--- src/rtl/lcd_pwr_pkg.sv ---
package lcd_pwr_pkg;
  typedef enum logic [2:0] {
    PS_OFF    = 3'd0,
    PS_GAP_A  = 3'd1,
    PS_GAP_B  = 3'd2,
    PS_FULL   = 3'd3,
    PS_GAP_E  = 3'd4,
    PS_GAP_F  = 3'd5
  } pstate_e;

  localparam int unsigned NUM_GAPS = 4;
  localparam int unsigned IDX_A = 3;
  localparam int unsigned IDX_B = 2;
  localparam int unsigned IDX_E = 1;
  localparam int unsigned IDX_F = 0;
endpackage

--- src/rtl/lcd_pwr_cfg.sv ---
module lcd_pwr_cfg #(
  parameter int unsigned GAP_W = 4,
  parameter int unsigned NG = 4,
  parameter logic [NG*GAP_W-1:0] RST_VAL = 16'hF60F
) (
  input  logic                       clk,
  input  logic                       rst_n,
  input  logic                       idle,
  input  logic                       we,
  input  logic [NG*GAP_W-1:0]        wdata,
  output logic [NG-1:0][GAP_W-1:0]   gaps
);
  localparam int unsigned CW = NG * GAP_W;

  logic [CW-1:0] shadow_q;
  logic [CW-1:0] act_q;
  logic [CW-1:0] eff;

  // a write in idle is visible the same cycle it arrives
  assign eff = we ? wdata : shadow_q;

  always_ff @(posedge clk) begin
    if (!rst_n) begin
      shadow_q <= RST_VAL;
      act_q    <= RST_VAL;
    end else begin
      if (we)   shadow_q <= wdata;
      if (idle) act_q    <= eff;
    end
  end

  genvar gi;
  generate
    for (gi = 0; gi < NG; gi++) begin : g_slice
      assign gaps[gi] = idle ? eff[gi*GAP_W +: GAP_W] : act_q[gi*GAP_W +: GAP_W];
    end
  endgenerate

  // a running sequence never sees its gaps change
  p_hold_cfg_r9: assert property (@(posedge clk) disable iff (!rst_n)
    (!idle && $past(!idle)) |-> $stable(act_q));
endmodule

--- src/rtl/lcd_pwr_gap_cnt.sv ---
module lcd_pwr_gap_cnt #(
  parameter int unsigned W = 4
) (
  input  logic         clk,
  input  logic         rst_n,
  input  logic         tick,
  input  logic         load,
  input  logic [W-1:0] load_val,
  output logic         expired
);
  logic [W-1:0] cnt_q;

  assign expired = tick && (cnt_q == '0);

  always_ff @(posedge clk) begin
    if (!rst_n)                     cnt_q <= '0;
    else if (load)                  cnt_q <= load_val;
    else if (tick && cnt_q != '0)   cnt_q <= cnt_q - 1'b1;
  end

  p_hold_no_tick_r10: assert property (@(posedge clk) disable iff (!rst_n)
    (!load && !tick) |=> $stable(cnt_q));
  p_load_value_r3: assert property (@(posedge clk) disable iff (!rst_n)
    load |=> (cnt_q == $past(load_val)));
  p_no_wrap_r3: assert property (@(posedge clk) disable iff (!rst_n)
    (!load && tick && cnt_q != '0) |=> (cnt_q == $past(cnt_q) - 1'b1));
endmodule

--- src/rtl/lcd_pwr_fsm.sv ---
module lcd_pwr_fsm
  import lcd_pwr_pkg::*;
#(
  parameter int unsigned GAP_W = 4,
  parameter int unsigned STAT_W = 2
) (
  input  logic                           clk,
  input  logic                           rst_n,
  input  logic                           req,
  input  logic                           expired,
  input  logic [NUM_GAPS-1:0][GAP_W-1:0] gaps,
  output logic                           idle,
  output logic                           load,
  output logic [GAP_W-1:0]               load_val,
  output logic                           logic_en,
  output logic                           disp_en,
  output logic                           drive_en,
  output logic [STAT_W-1:0]              status
);
  pstate_e st_q, nxt;
  logic    on_q;

  always_comb begin
    nxt      = st_q;
    load     = 1'b0;
    load_val = '0;
    unique case (st_q)
      PS_OFF: if (req) begin
        nxt = PS_GAP_A; load = 1'b1; load_val = gaps[IDX_A];
      end
      PS_GAP_A: if (!req) begin
        nxt = PS_GAP_F; load = 1'b1; load_val = gaps[IDX_F];
      end else if (expired) begin
        nxt = PS_GAP_B; load = 1'b1; load_val = gaps[IDX_B];
      end
      PS_GAP_B: if (!req) begin
        nxt = PS_GAP_E; load = 1'b1; load_val = gaps[IDX_E];
      end else if (expired) begin
        nxt = PS_FULL;
      end
      PS_FULL: if (!req) begin
        nxt = PS_GAP_E; load = 1'b1; load_val = gaps[IDX_E];
      end
      PS_GAP_E: if (expired) begin
        nxt = PS_GAP_F; load = 1'b1; load_val = gaps[IDX_F];
      end
      PS_GAP_F: if (expired) nxt = PS_OFF;
      default: nxt = PS_OFF;
    endcase
  end

  always_ff @(posedge clk) begin
    if (!rst_n) begin
      st_q <= PS_OFF;
      on_q <= 1'b0;
    end else begin
      st_q <= nxt;
      if (nxt == PS_FULL)     on_q <= 1'b1;
      else if (nxt == PS_OFF) on_q <= 1'b0;
    end
  end

  assign idle     = (st_q == PS_OFF);
  assign logic_en = (st_q != PS_OFF);
  assign disp_en  = (st_q == PS_GAP_B) || (st_q == PS_FULL) || (st_q == PS_GAP_E);
  assign drive_en = (st_q == PS_FULL);
  assign status   = {STAT_W{on_q}};

  p_disp_needs_logic_r5: assert property (@(posedge clk) disable iff (!rst_n)
    disp_en |-> logic_en);
  p_drive_needs_disp_r5: assert property (@(posedge clk) disable iff (!rst_n)
    drive_en |-> disp_en);
  p_disp_after_logic_r2: assert property (@(posedge clk) disable iff (!rst_n)
    $rose(disp_en) |-> $past(logic_en));
  p_drive_after_disp_r2: assert property (@(posedge clk) disable iff (!rst_n)
    $rose(drive_en) |-> $past(disp_en));
  p_logic_off_last_r4: assert property (@(posedge clk) disable iff (!rst_n)
    $fell(logic_en) |-> !$past(disp_en));
  p_disp_off_after_drive_r4: assert property (@(posedge clk) disable iff (!rst_n)
    $fell(disp_en) |-> !$past(drive_en));
  p_status_up_r6: assert property (@(posedge clk) disable iff (!rst_n)
    $rose(status[0]) |-> drive_en);
  p_status_down_r6: assert property (@(posedge clk) disable iff (!rst_n)
    $fell(status[0]) |-> !logic_en);
  p_status_pair_r6: assert property (@(posedge clk) disable iff (!rst_n)
    status[0] == status[STAT_W-1]);
  p_gap_a_on_tick_r10: assert property (@(posedge clk) disable iff (!rst_n)
    (st_q == PS_GAP_B && $past(st_q) == PS_GAP_A) |-> $past(expired));
  p_off_completes_r8: assert property (@(posedge clk) disable iff (!rst_n)
    ($past(st_q) == PS_GAP_F && st_q != PS_GAP_F) |-> st_q == PS_OFF);
  p_abort_no_drive_r7: assert property (@(posedge clk) disable iff (!rst_n)
    ($past(st_q) == PS_GAP_A && !$past(req)) |-> !disp_en);
endmodule

--- src/rtl/lcd_pwr_seq.sv ---
module lcd_pwr_seq
  import lcd_pwr_pkg::*;
#(
  parameter int unsigned GAP_W = 4,
  parameter int unsigned STAT_W = 2,
  parameter logic [NUM_GAPS*GAP_W-1:0] RST_CFG = 16'hF60F
) (
  input  logic                       clk,
  input  logic                       rst_n,
  input  logic                       frame_tick,
  input  logic                       pwr_req,
  input  logic                       cfg_we,
  input  logic [NUM_GAPS*GAP_W-1:0]  cfg_wdata,
  output logic                       logic_en,
  output logic                       disp_en,
  output logic                       drive_en,
  output logic [STAT_W-1:0]          pwr_status
);
  logic                           idle;
  logic                           load;
  logic                           expired;
  logic [GAP_W-1:0]               load_val;
  logic [NUM_GAPS-1:0][GAP_W-1:0] gaps;

  lcd_pwr_cfg #(.GAP_W(GAP_W), .NG(NUM_GAPS), .RST_VAL(RST_CFG)) u_cfg (
    .clk(clk), .rst_n(rst_n), .idle(idle), .we(cfg_we),
    .wdata(cfg_wdata), .gaps(gaps)
  );

  lcd_pwr_gap_cnt #(.W(GAP_W)) u_cnt (
    .clk(clk), .rst_n(rst_n), .tick(frame_tick), .load(load),
    .load_val(load_val), .expired(expired)
  );

  lcd_pwr_fsm #(.GAP_W(GAP_W), .STAT_W(STAT_W)) u_fsm (
    .clk(clk), .rst_n(rst_n), .req(pwr_req), .expired(expired),
    .gaps(gaps), .idle(idle), .load(load), .load_val(load_val),
    .logic_en(logic_en), .disp_en(disp_en), .drive_en(drive_en),
    .status(pwr_status)
  );
endmodule

--- config.mk ---
export PLATFORM = sky130hd
export DESIGN_NAME = lcd_pwr_seq
export DESIGN_NICKNAME = d
export VERILOG_FILES = /design/src/rtl/lcd_pwr_pkg.sv /design/src/rtl/lcd_pwr_cfg.sv /design/src/rtl/lcd_pwr_gap_cnt.sv /design/src/rtl/lcd_pwr_fsm.sv /design/src/rtl/lcd_pwr_seq.sv
export SDC_FILE = /design/constraint.sdc
export NUM_CORES = 1
export LEC_CHECK = 0
export ABC_CLOCK_PERIOD_IN_PS = 2100
export BUFFER_PORTS_ARGS = -buffer_cell sky130_fd_sc_hd__buf_4
export CORE_MARGIN = 10
export CORE_UTILIZATION = 58
export CTS_BUF_LIST = sky130_fd_sc_hd__clkbuf_8
export DETAILED_ROUTE_END_ITERATION = 6
export PLACE_DENSITY = 0.91
export SLEW_MARGIN = 20
export SYNTH_ARGS = -nofsm -noshare
export SYNTH_HDL_FRONTEND = slang
export SYNTH_SLANG_ARGS = --single-unit
--- constraint.sdc ---
create_clock -name clk -period 2.1 [get_ports clk]
set_input_delay 0.21 -clock clk [delete_from_list [all_inputs] [get_ports clk]]
set_output_delay 0.21 -clock clk [all_outputs]
set_load 0.005 [all_outputs]
* Word level (Yosys, flattened, before mapping)
Cells that the tools add are included.
W data, S select, Z words.
** Storage, ports and cells
- Register bits :: 36
- Latch bits :: 0
- Bits in writable memories :: 0
- Bits in read-only memories :: 0
- Input bits :: 21
- Output and inout bits :: 5
- Logic and storage cells :: 49
- Memories :: 0
** Operators by class
- $add $sub $neg :: 1
- Multiply operators :: 0
- Div/mod/pow operators :: 0
- $lt $le $gt $ge :: 0
- Equal/unequal tests :: 6
- Shift-type cells :: 0
- Muxes and demuxes :: 25
- Bitwise operators :: 0
- Reductions and logical operators :: 12
** Operator list (number)
- $mux W4 :: 7
- $mux W3 :: 8
- $pmux W3 S6 :: 1
- $mux W16 :: 1
- $pmux W4 S4 :: 1
- $eq A3 B2 Y1 const B :: 3
- $eq A3 B3 Y1 const B :: 2
- $logic_not A3 Y1 :: 2
- $mux W1 :: 6
- $logic_not A4 Y1 :: 1
- $pmux W1 S4 :: 1
- $reduce_bool A2 Y1 :: 2
- $reduce_bool A4 Y1 :: 1
- $sub A4 B1 Y4 const B :: 1
- $eq A3 B1 Y1 const B :: 1
- $reduce_bool A3 Y1 :: 1
- $logic_and A1 B1 Y1 :: 2
- $logic_or A1 B1 Y1 :: 2
- $reduce_or A2 Y1 :: 1

* Depth between registers and ports, before layout
- Depth after elaboration :: 8
- Mapped depth :: 7
- Depth with buffers taken out :: 6

* Cells and area by module
A second synthesis with hierarchy kept.
** Second synthesis, totals
- Cell total of the unflattened synthesis :: 232
- Area total of the unflattened synthesis :: 1958.1 um^2
** By module, submodules not included
- lcd_pwr_cfg :: times used 1, cells an instance 130, area each 1227.4 um^2
- lcd_pwr_fsm :: times used 1, cells an instance 69, area each 466.7 um^2
- lcd_pwr_gap_cnt :: times used 1, cells an instance 33, area each 264.0 um^2

* Worst setup path before layout
OpenSTA, ideal clock, no wires.
- Path type :: reg2reg
- Start :: reg u_cnt.cnt_q[0]
- End :: reg u_cnt.cnt_q[2]
- Library setup time :: 0.128 ns
- Data arrival time :: 1.497 ns
- Required time :: 1.972 ns
- Slack :: 0.475 ns
- Cell stages (with the launch flop) :: 8
- Clock period less this slack :: 1.625 ns
- Cell sequence :: dfxtp_1 > inv_1 > ha_1 > and4bb_1 > buf_6 > a31o_1 > a221oi_2 > a221oi_2
** On the way
- Word-level cells in the longest chain between the ends :: 6
- Elaborated cells on any way between the ends :: 15
- Classes of those cells :: 1 x add/sub; 9 x mux; 5 x reduce/logical
** RTL lines
- start, declared :: line lcd_pwr_gap_cnt.sv:11 : logic [W-1:0] cnt_q;
- start signal, assigned :: line lcd_pwr_gap_cnt.sv:17 : else if (load) cnt_q <= load_val;
- start signal, assigned :: line lcd_pwr_gap_cnt.sv:18 : else if (tick && cnt_q != '0) cnt_q <= cnt_q - 1'b1;
- $logic_not A4 Y1 :: line lcd_pwr_gap_cnt.sv:13 : assign expired = tick && (cnt_q == '0);
- $logic_and A1 B1 Y1 :: line lcd_pwr_gap_cnt.sv:13
- $mux W4 / $mux W1 (equally long branches) :: line lcd_pwr_fsm.sv:33, lcd_pwr_fsm.sv:44
- $mux W4 / $mux W1 (equally long branches) :: line lcd_pwr_fsm.sv:31 : PS_GAP_A: if (!req) begin
- $pmux W4 S4 / $pmux W1 S4 (equally long branches) :: line lcd_pwr_fsm.sv:27 : unique case (st_q)
- $mux W4 / $reduce_bool A2 Y1 (equally long branches)
Parallel ways exist; a longest one is shown, timed or not. The select of a mux whose other input is x is not followed.
A chain may end at the register's enable or synchronous reset.

* Worst setup path in the final report
- Start :: reg u_fsm.st_q[1]
- End :: out logic_en
** On the way
- Word-level cells in the longest chain between the ends :: 1
** RTL lines
- start, declared :: line lcd_pwr_fsm.sv:20 : pstate_e st_q, nxt;
- start signal, assigned :: line lcd_pwr_fsm.sv:57 : st_q <= nxt;
- $reduce_bool A3 Y1 :: line lcd_pwr_fsm.sv:64 : assign logic_en = (st_q != PS_OFF);
- end, declared :: line lcd_pwr_seq.sv:14 : output logic logic_en,
No other way between the ends.

==> impl_summary.md <==
Synth
The synthesized netlist occupies a cell area of roughly 1800 um2. In this run, distinct cell masters in the synthesized netlist total 51. Of the total synthesized cell area, the portion taken by full adders, half adders and majority gates is 0.0140. The count of mapped cells out of synthesis is 194.

The number of nets in the synthesized netlist is around 220. The most used flip-flop cell after synthesis is dfxtp_1. The number of warning messages in the yosys log is 0. The share of the Yosys chip area taken by registers is 0.403. Of the total synthesized cell area, the portion taken by XOR and XNOR cells is 0.00980. The number of synthesized flops with an enable pin is 0. The post-synthesis compound-gate area fraction is 0.221. Of all flip-flops after synthesis, the portion carrying an async set or reset was 0. Of the total synthesized cell area, the portion taken by AND, OR, NAND and NOR gates is 0.184. The main combinational cell family by area after synthesis is compound AO/OA/AOI/OAI gates. The number of synthesized register bits is 36.

In this run the mean area of a mapped cell was approximately 9 um2. The share of synthesized area spent on multiplexers is 0.0980.

Finish
The fraction of layout instances using a drive strength above 1 is 0.243. The filler cell count is between 200 and 250. The area growth from synthesis to final layout is 15.0%. For this run, the share of the core covered by cells in the final layout is 0.684.

The repair_antennas step left the layout with diodes totalling 0. The final layout net count is approximately 240. The final design area excluding fillers is just over 2000 um2. The footprint of the multi-input gates is approximately 940 um2.

In the final layout, flip-flops and latches occupy slightly above 700 um2.

Setup path
The classification of the worst setup path is flip-flop to output pin. The number of buffers and inverters on the critical path is 2. The delay of the slowest cell on the worst path is ~700 ps.

Of all nets on the critical path, the largest fanout is 16. Data arrives at the worst endpoint at ~1700 ps. The slowest cell on the critical path is dfxtp_1. The kind of cell adding the most delay to the critical path is flip-flops.

The signal on the critical path passes through or2_1 > nor2_2 > inv_2 > buf_4. At the worst endpoint, the required time is about 1900 ps. The worst setup path is captured at an output pin. The worst setup path is launched from a flip-flop.

Timing
The time the final worst path needs with I/O delays and setup is ~2000 ps. The post-route setup TNS is 0 ps. Setup repair after global routing left no endpoint under its margin. For the pin with the worst max-slew slack, the measured transition is approximately 610 ps.

The fmax is roughly 510 MHz. Setup violations remaining at the end of the flow were counted as 0. Across the routed clock network, the largest skew measured is 6.66 ps.

The number of pins exceeding their max-slew limit in the final report came to 0. The final-report hold violation count is 0. In this run the tightest slew margin relative to its limit is 0.590. The fraction of the cycle the final worst path needs is 0.930.

Die
The horizontal die dimension is approximately 76 um. The placeable core region is roughly 3000 um2. Row generation in the floorplan step produced 20 rows. The vertical die dimension is around 76 um.

The floorplan step defined a die boundary enclosing 5700 um2. 26 I/O pins were placed. The starting utilization of the core area is 0.595.

Power
The leakage power summed over all cells is 0.855 nW. Dividing total power by cell area gives a power density of about 960 nW/um2. VDD sags by at most 0.648 mV.

CTS
After clock tree synthesis, the setup repair step added 0 buffers. Hold repair after CTS inserted 0 buffers. The tree is rooted in a clkbuf_8. The CTS tree is yes. Gates resized during post-CTS repair numbered 0.

At the later pin of the worst-skew pair, clock insertion delay measures 290 ps. The CTS buffer count is 5. CTS saw 36 sinks. The H-tree generated during clock tree synthesis spans 2 levels.

The deepest clock path buffer count is 2. The clock input transition at the sequential cells of the worst setup and hold paths is approximately 70 ps.

Drt
After detailed routing, the number of remaining DRC violations is 0. The first-pass detailed-route iteration total is 4. In this run, the number of DRC markers left after iteration 0 of detailed routing was roughly 110. The final route contains between 1,000 and 1,500 vias.

After detailed routing, the average wire length per cell comes to between 15 and 20 um. The average via count per standard cell is ~5.9. The final layout contains routed wiring with a total length of 3790 um. The post-route antenna net violation count is 0.

Place
The quantity of I/O buffers inserted on ports is 25. In this run the cell area measured after placement is between 1500 and 2000 um2. The final weighted congestion of routability-driven global placement is roughly 1.0.

The estimated wirelength of the detail-placed design is ~2800 um.

Job
The tool flagged a number of max-cap violations equal to 0.

Global route
The maximum number of pins on one net before global-route repair is 19. In the global route stage, overall resource usage came out at 0.150. The global-route wire length before repair is between 6000 and 7000 um.

The leftover overflow at the end of global routing is 0. The number of antenna violations at the first check in global routing is 0. The via count of the first global-routing pass is 1,473.

Hold path
The worst hold-check path type is primary input to flip-flop.

Status
The run finished with clean final reports.
## report_power, final
part | internal, W | switching (W)
logic | 0.000250 | 0.000293
registers | 0.000772 | 0.0000794
clock network | 0.000347 | 0.000240
## registers in the layout (all words and copies together), names as in the netlist
register / flops
u_cfg.shadow_q: 16
u_cfg.act_q: 12
u_cnt.cnt_q: 4
u_fsm.st_q: 3
u_fsm.on_q: 1
## worst min-delay path, delay by kind of cell
| kind | cells | cell delay, ps |
|---|---|---|
| buffers and inverters | 1 | 80 |
| muxes | 1 | 70 |
| and+or+nand+nor | 1 | 70 |
## path summary, 6_finish.rpt
kind,from,end,slack [ps],depth (start not counted)
min reg2reg,u_cfg.shadow_q[9],u_cfg.shadow_q[9],470,2
max reg2reg,u_cnt.cnt_q[0],u_cnt.cnt_q[2],220,6
min,cfg_wdata[3],u_cfg.shadow_q[3],160,3
max,u_fsm.st_q[1],logic_en,150,4
## through the flow
| stage | cells | hold WS [ps] | setup slack, ps | power, W |
|---|---|---|---|---|
| floorplan | 194 | 359 | 475 | 0.00128 |
| global placement | 239 | 450 | 325 | 0.00139 |
| detailed placement | 239 | 454 | 254 | 0.00140 |
| CTS | 247 | 157 | 180 | 0.00199 |
| global route | 247 | 185 | 52.6 | 0.00211 |
| finish | 247 | 162 | 148 | 0.00198 |
## cells in the mapped netlist, types with 2 or more instances
master	count	share of area
mux2_1	4	0.025
mux2i_1	13	0.073
a32o_1	3	0.017
xor2_1	2	0.0098
o211ai_1	8	0.034
a211oi_1	6	0.025
inv_1	9	0.019
nor2_1	19	0.040
buf_2	7	0.020
nor2_2	2	0.0070
o21ai_1	7	0.020
a221oi_2	4	0.034
nand2_1	17	0.036
or2_2	4	0.014
a21oi_1	6	0.017
a32oi_1	2	0.0098
clkbuf_1	3	0.0063
inv_2	2	0.0042
buf_4	3	0.013
dfxtp_1	36	0.40
nor2b_1	4	0.014
ha_1	2	0.014
nor3_1	3	0.0084
## cell type report
type | count | share of cell area
multi-input cells | 132 | 0.458
flip-flops and latches | 36 | 0.351
repair buffers | 27 | 0.0987
clock buffers | 5 | 0.0335
inverters | 11 | 0.0201
well taps | 33 | 0.0201
clock inverters | 3 | 0.0189
## metal layers
| layer | wire, um | vias to the layer above | share of wire | GRT usage |
|---|---|---|---|---|
| met4 | 80 | 0 | 0.021 | 0.0804 |
| met3 | 227 | 8 | 0.060 | 0.0417 |
| met1 | 1770 | 667 | 0.47 | 0.189 |
| li1 | - | 733 | - | - |
| met2 | 1710 | 38 | 0.45 | 0.228 |
| met5 | 0 | - | 0 | 0 |
## kinds of logic (layout without fill, tap and decap cells)
group	after synthesis	after routing
AO/OA/AOI/OAI	49	49
XOR/XNOR	2	2
adder cells (fa/ha/maj)	2	2
buffers and inverters	26	46
flip-flops	36	36
multiplexers	17	17
AND/OR/NAND/NOR	62	62
## cells in the final DEF (no fill, tap or decap), types with 3 or more instances in the layout
cell	Yosys	layout
nor2b_1	4	4
mux2i_1	13	13
nor2_1	19	19
a32o_1	3	3
nand2_1	17	17
or2_2	4	4
mux2_1	4	4
buf_4	3	27
inv_1	9	10
a21oi_1	6	6
nor3_1	3	3
a211oi_1	6	6
o21ai_1	7	7
clkbuf_8	0	5
dfxtp_1	36	36
o211ai_1	8	8
a221oi_2	4	4
Note: power is estimated with default switching activity, not from simulation.
